$ cat src/rtl/adc_rx_pkg.sv
package adc_rx_pkg;
  typedef enum logic {
    RX_MODE_DDR  = 1'b0,
    RX_MODE_FULL = 1'b1
  } rx_mode_e;

  localparam int unsigned RX_NCH = 2;
endpackage

$ cat src/rtl/adc_rx_low_capture.sv
// Falling-edge capture of the clock-low half of every DDR line and of the
// shared overflow line; a toggle marks each new capture for the rising side.
module adc_rx_low_capture
  import adc_rx_pkg::*;
#(
  parameter int unsigned LINES = 7
) (
  input  logic                          clk,
  input  logic                          rst,
  input  logic [RX_NCH-1:0][LINES-1:0]  lines_in,
  input  logic                          ovf_line,
  output logic [RX_NCH-1:0][LINES-1:0]  lo_q,
  output logic                          ovf_lo_q,
  output logic                          lo_tog
);

  always_ff @(negedge clk) begin
    if (rst) begin
      lo_q     <= '0;
      ovf_lo_q <= 1'b0;
      lo_tog   <= 1'b0;
    end else begin
      lo_q     <= lines_in;
      ovf_lo_q <= ovf_line;
      lo_tog   <= ~lo_tog;
    end
  end

endmodule

$ cat src/rtl/adc_rx_pair_ctrl.sv
// Rising-edge pairing: a word completes when a low half was captured since the
// previous rising edge and DDR mode was already active at that edge.
module adc_rx_pair_ctrl
  import adc_rx_pkg::*;
(
  input  logic     clk,
  input  logic     rst,
  input  rx_mode_e mode,
  input  logic     lo_tog,
  output logic     pair_fire
);

  logic     ack_q;
  rx_mode_e mode_q;

  always_ff @(posedge clk) begin
    if (rst) begin
      ack_q  <= 1'b0;
      mode_q <= RX_MODE_DDR;
    end else begin
      ack_q  <= lo_tog;
      mode_q <= mode;
    end
  end

  assign pair_fire = (mode == RX_MODE_DDR) && (mode_q == RX_MODE_DDR) &&
                     (lo_tog != ack_q);

endmodule

$ cat src/rtl/adc_rx_interleave.sv
// Rebuilds a word: low-half line k lands on bit 2k, high-half line k on 2k+1.
module adc_rx_interleave #(
  parameter int unsigned LINES = 7
) (
  input  logic [LINES-1:0]   lo,
  input  logic [LINES-1:0]   hi,
  output logic [2*LINES-1:0] word
);

  for (genvar k = 0; k < LINES; k++) begin : g_bit
    assign word[2*k]   = lo[k];
    assign word[2*k+1] = hi[k];
  end

endmodule

$ cat src/rtl/adc_ddr_capture_rx.sv
module adc_ddr_capture_rx
  import adc_rx_pkg::*;
#(
  parameter int unsigned WORD_W = 14
) (
  input  logic              clk_fwd,
  input  logic              rst,
  input  logic              full_rate_sel,
  input  logic [WORD_W-1:0] ch1_pins,
  input  logic [WORD_W-1:0] ch2_pins,
  input  logic [1:0]        ovf_pins,
  output logic [WORD_W-1:0] ch1_word,
  output logic [WORD_W-1:0] ch2_word,
  output logic              ch1_ovf,
  output logic              ch2_ovf,
  output logic              word_valid
);

  localparam int unsigned LINES = WORD_W / 2;

  rx_mode_e                          mode;
  logic [RX_NCH-1:0][WORD_W-1:0]     pins_all;
  logic [RX_NCH-1:0][LINES-1:0]      ddr_now;
  logic [RX_NCH-1:0][LINES-1:0]      lo_q;
  logic [RX_NCH-1:0][WORD_W-1:0]     ddr_word;
  logic [RX_NCH-1:0][WORD_W-1:0]     word_q;
  logic [RX_NCH-1:0]                 ovf_q;
  logic                              ovf_lo_q;
  logic                              lo_tog;
  logic                              pair_fire;
  logic                              valid_q;

  assign mode        = full_rate_sel ? RX_MODE_FULL : RX_MODE_DDR;
  assign pins_all[0] = ch1_pins;
  assign pins_all[1] = ch2_pins;

  // DDR lines occupy the odd pin positions of each channel bus
  for (genvar c = 0; c < RX_NCH; c++) begin : g_ch
    for (genvar k = 0; k < LINES; k++) begin : g_line
      assign ddr_now[c][k] = pins_all[c][2*k+1];
    end

    adc_rx_interleave #(.LINES(LINES)) i_interleave (
      .lo   (lo_q[c]),
      .hi   (ddr_now[c]),
      .word (ddr_word[c])
    );
  end

  adc_rx_low_capture #(.LINES(LINES)) i_low_capture (
    .clk      (clk_fwd),
    .rst      (rst),
    .lines_in (ddr_now),
    .ovf_line (ovf_pins[0]),
    .lo_q     (lo_q),
    .ovf_lo_q (ovf_lo_q),
    .lo_tog   (lo_tog)
  );

  adc_rx_pair_ctrl i_pair_ctrl (
    .clk       (clk_fwd),
    .rst       (rst),
    .mode      (mode),
    .lo_tog    (lo_tog),
    .pair_fire (pair_fire)
  );

  // Output registers: full-rate passthrough or completed DDR pair
  always_ff @(posedge clk_fwd) begin
    if (rst) begin
      word_q  <= '0;
      ovf_q   <= '0;
      valid_q <= 1'b0;
    end else if (mode == RX_MODE_FULL) begin
      word_q  <= pins_all;
      ovf_q   <= ovf_pins;
      valid_q <= 1'b1;
    end else if (pair_fire) begin
      word_q  <= ddr_word;
      ovf_q   <= {ovf_lo_q, ovf_pins[0]};
      valid_q <= 1'b1;
    end else begin
      valid_q <= 1'b0;
    end
  end

  assign ch1_word   = word_q[0];
  assign ch2_word   = word_q[1];
  assign ch1_ovf    = ovf_q[0];
  assign ch2_ovf    = ovf_q[1];
  assign word_valid = valid_q;

  AST_FULL_WORDS: assert property (@(posedge clk_fwd) disable iff (rst)
    full_rate_sel |=> (ch1_word == $past(ch1_pins)) && (ch2_word == $past(ch2_pins)) && word_valid);

  AST_FULL_FLAGS: assert property (@(posedge clk_fwd) disable iff (rst)
    full_rate_sel |=> (ch1_ovf == $past(ovf_pins[0])) && (ch2_ovf == $past(ovf_pins[1])));

  AST_MODE_ENTRY_DISCARD: assert property (@(posedge clk_fwd) disable iff (rst)
    (!full_rate_sel && $past(full_rate_sel)) |=> !word_valid);

  AST_HOLD_WHEN_IDLE: assert property (@(posedge clk_fwd) disable iff (rst)
    (!word_valid && !$past(rst)) |-> ($stable(ch1_word) && $stable(ch2_word) &&
                                      $stable(ch1_ovf) && $stable(ch2_ovf)));

  AST_DDR_HIGH_FLAG: assert property (@(posedge clk_fwd) disable iff (rst)
    (pair_fire && !full_rate_sel) |=> (word_valid && ch1_ovf == $past(ovf_pins[0])));

endmodule

$ cat config.mk
export PLATFORM = sky130hd
export DESIGN_NAME = adc_ddr_capture_rx
export DESIGN_NICKNAME = d
export VERILOG_FILES = /design/src/rtl/adc_rx_pkg.sv /design/src/rtl/adc_rx_low_capture.sv /design/src/rtl/adc_rx_pair_ctrl.sv /design/src/rtl/adc_rx_interleave.sv /design/src/rtl/adc_ddr_capture_rx.sv
export SDC_FILE = /design/constraint.sdc
export NUM_CORES = 1
export LEC_CHECK = 0
export BUFFER_PORTS_ARGS = -buffer_cell sky130_fd_sc_hd__buf_2
export CORE_UTILIZATION = 50
export CTS_CLUSTER_DIAMETER = 200
export DETAILED_ROUTE_END_ITERATION = 16
export PLACE_DENSITY = 0.79
export RECOVER_POWER = 50
export SLEW_MARGIN = 20
export SYNTH_ARGS = -nofsm -noshare
export SYNTH_HDL_FRONTEND = slang
export SYNTH_SLANG_ARGS = --single-unit
$ cat constraint.sdc
create_clock -name clk_fwd -period 1.57 [get_ports clk_fwd]
set_input_delay 0.0785 -clock clk_fwd [delete_from_list [all_inputs] [get_ports clk_fwd]]
set_output_delay 0.0785 -clock clk_fwd [all_outputs]
set_load 0.03 [all_outputs]
==> reports/summary.md <==
Run status
• finished, violations left — outcome
• setup timing — failing checks

Synthesis
• 0 — Synth async-reset ratio
• 0.490 — area fraction of the dominant cell type after synthesis
• dfxtp_1 — library cell with the largest summed area after synthesis
• 209 — post-synthesis cell count
• 0 — number of enable flip-flop cells after synthesis
• 49 — flip-flop and latch count after synthesis
• 0.490 — sequential cell area fraction in the yosys report
• dfxtp_1 — Top FF cell, synth
• 0 — Yosys Warn Count
• dfxtp_1 (49%), nor2b_1 (8.7%), o221ai_1 (6.6%) — ranking of synthesized cells by area
• 242 — Syn Nets
• 20 — count of different cell masters after synthesis
• 2000 um2 — Synth Cell Area
• 9.58 um2 — average cell area after synthesis

Floorplanning
• 65.3 um — Die Span Y
• 64 — I/O Pins
• 4260 um2 — Total Die Area
• 3740 um2 — core area
• 0.535 — Initial Util
• 22 — standard-cell rows
• 65.3 um — width of the die

STA
• -0.539 ns — post-route setup slack
• 31 — final setup violating endpoints
• yes — setup repair after global routing missed its margin
• 0 — number of pins exceeding their max-slew limit in the final report
• 0.0642 ns — setup clock skew after layout
• 0.477 ns — actual slew at the worst max-slew pin
• 0 — Final Hold Violating Endpoints
• 0.682 — worst max-slew margin expressed relative to the limit

Routing
• 5.30 — detailed-route vias per instance
• 152 — iteration-0 DRC count of the detailed router
• 1764 — total number of vias
• 4 — iteration count of the initial detailed-routing pass
• 0 — DRC Markers
• 0 — Antenna Nets Post-Route
• 4.43 mm — final wirelength
• 13.3 um — DR WL/cell

Placement
• 0.697 — GPL Wtd Cong
• 63 — count of input and output buffers
• 2.91 mm — HPWL after detailed placement

Global route
• 1530 — via count of the first global-routing pass
• 0.316 — met1 routing resource usage after global routing
• 0 — antenna violations before repair
• met2 — gr busiest metal
• 0.323 — GR Layer Usage met2
• 0.225 — overall fraction of global-route tracks in use
• 0.0573 — met3 usage in global routing
• 0 — total congestion overflow
• 41 — largest net degree at the start of global routing
• 7.24 mm — wire length of the first global-routing pass

Power and ir drop
• 0.680 mV — VDD IR-drop max
• 1140 nW/um2 — power density over cell area
• 1.14 nW — leakage power total
• 2.93 mW — post-layout power

Clock network
• done — TritonCTS clock tree
• 0 — post-CTS setup buffer count
• 5 — CTS Buf Count
• 2 — buffers from clock root to sink, at most
• 2 — H-tree depth
• 0.09 ns — clock transition at the registers of the reported paths
• 49 — sinks on the clock net
• clkbuf_8 — clock root buffer master
• 0.36 ns — clock latency reported for the late side of the worst-skew pair

Critical path
• 2.31 ns — Worst Path Arrival
• 1.77 ns — required time of the critical path
• flop to flop — Worst Setup Path Type
• flop — crit end category
• flop — startpoint type of the worst setup path
• 4 — critical path fanouts, max

Layout
• 317 — net count of the finished layout
• 950 um2 — Multi-input gate area
• 0.249 — fraction of final layout cells with drive strength greater than 1
• 318 — fill cell instance count of the final layout
• 0.686 — fraction of the core area covered by cells at the end of the flow
• 982 um2 — register cell area after layout
• 28.2% — Area Growth Syn to Fin
• 0 — count of inserted antenna diode cells

Min path
• input pin to flop — worst hold-check path type

Job
• 0 — MaxCap Viol Count

[state kept, by name (all words and copies together) (netlist names)]
register,flops
word_valid,1
i_low_capture.lo_q,14
ovf_q,2
i_pair_ctrl.ack_q,1
ch2_word,14
i_low_capture.lo_tog,1
i_low_capture.ovf_lo_q,1
i_pair_ctrl.mode_q,1
ch1_word,14
[final cells by class]
| class | instances | area share |
|---|---|---|
| clock buffers | 5 | 0.0268 |
| repair buffers | 75 | 0.157 |
| multi-input cells | 136 | 0.370 |
| clock inverters | 19 | 0.0390 |
| flip-flops and latches | 49 | 0.383 |
| inverters | 1 | 0.00146 |
| well taps | 48 | 0.0234 |
[what timing repair did]
item | in CTS | in global routing
gates cloned | 0 | 0
gates resized for setup | 6 | 0
pin swaps | 0 | 0
hold buffers | 0 | 0
setup endpoints to repair | 31 | 31
hold endpoints to repair | 0 | 0
[kinds of logic (layout without fill, tap and decap cells)]
logic type | Yosys count | count (layout) | synth area share
compound gates | 41 | 41 | 0.149
simple gates | 84 | 84 | 0.247
mux | 10 | 10 | 0.0562
flops | 49 | 49 | 0.490
xor+xnor | 1 | 1 | 0.00812
buf+inv | 24 | 100 | 0.0506
[through the flow]
stage          TNS (ns)  instance area [um2]  worst slack [ns]  hold slack [ns]  instances
3_5_place_dp     -13.08                 2410            -0.485            0.393        310
5_1_grt          -17.70                 2570            -0.599           0.0740        333
2_1_floorplan     -8.81                 2030            -0.433            0.289        209
4_1_cts          -14.69                 2590            -0.540           0.0699        333
3_3_place_gp     -12.29                 2410            -0.447            0.389        310
6_report         -15.00                 2570            -0.539           0.0764        333
[per-layer routing]
layer	routed length, um	share of wire	up-vias
met1	2240	0.51	800
met5	0	0	-
met3	234	0.053	5
met2	1880	0.42	53
met4	71	0.016	0
li1	-	-	906
[synthesized netlist by cell type, types with 5 or more instances]
master    number
o211ai_1       5
and3b_1       13
mux2_1         9
buf_2          6
dfxtp_1       49
nand2_1       20
nand3_1        5
a21oi_1       14
nand4_1       15
nor2b_1       28
o221ai_1      15
a32oi_1        5
clkbuf_1      13
[critical path, stage by stage (launching register included)]
cell and delay [ns]:
dfxtp_2 0.32, xor2_2 0.15, a21oi_2 0.20, buf_4 0.17, mux2_1 0.31
[cells in the final DEF, fill, tap and decap left out, types with 4 or more instances in the layout]
cell type,Yosys,routed
a21oi_1,14,13
a32oi_1,5,5
and3b_1,13,13
buf_2,6,41
buf_4,1,10
clkbuf_1,13,22
clkbuf_8,0,5
dfxtp_1,49,48
inv_1,2,17
mux2_1,9,4
mux2_4,0,6
nand2_1,20,20
nand3_1,5,5
nand4_1,15,15
nor2b_1,28,28
o211ai_1,5,5
o221ai_1,15,15
[power by group]
part           leakage [nW]  internal, mW  switching, mW
Clock                 0.139         0.521          0.517
Sequential            0.407          1.34         0.0496
Combinational         0.592         0.184          0.319
Total                  1.14          2.04          0.886
[final timing paths]
path                              from      endpoint  slack, ns  depth (start not counted)
setup / recovery  i_low_capture.lo_tog   ch2_word[9]      -0.54                          4
hold / removal            ch1_pins[10]  ch1_word[10]       0.08                          3
setup reg to reg  i_low_capture.lo_tog   ch2_word[9]      -0.54                          4
hold reg to reg            ch1_word[7]   ch1_word[7]       0.50                          2
(Power assumes the default switching activity.)
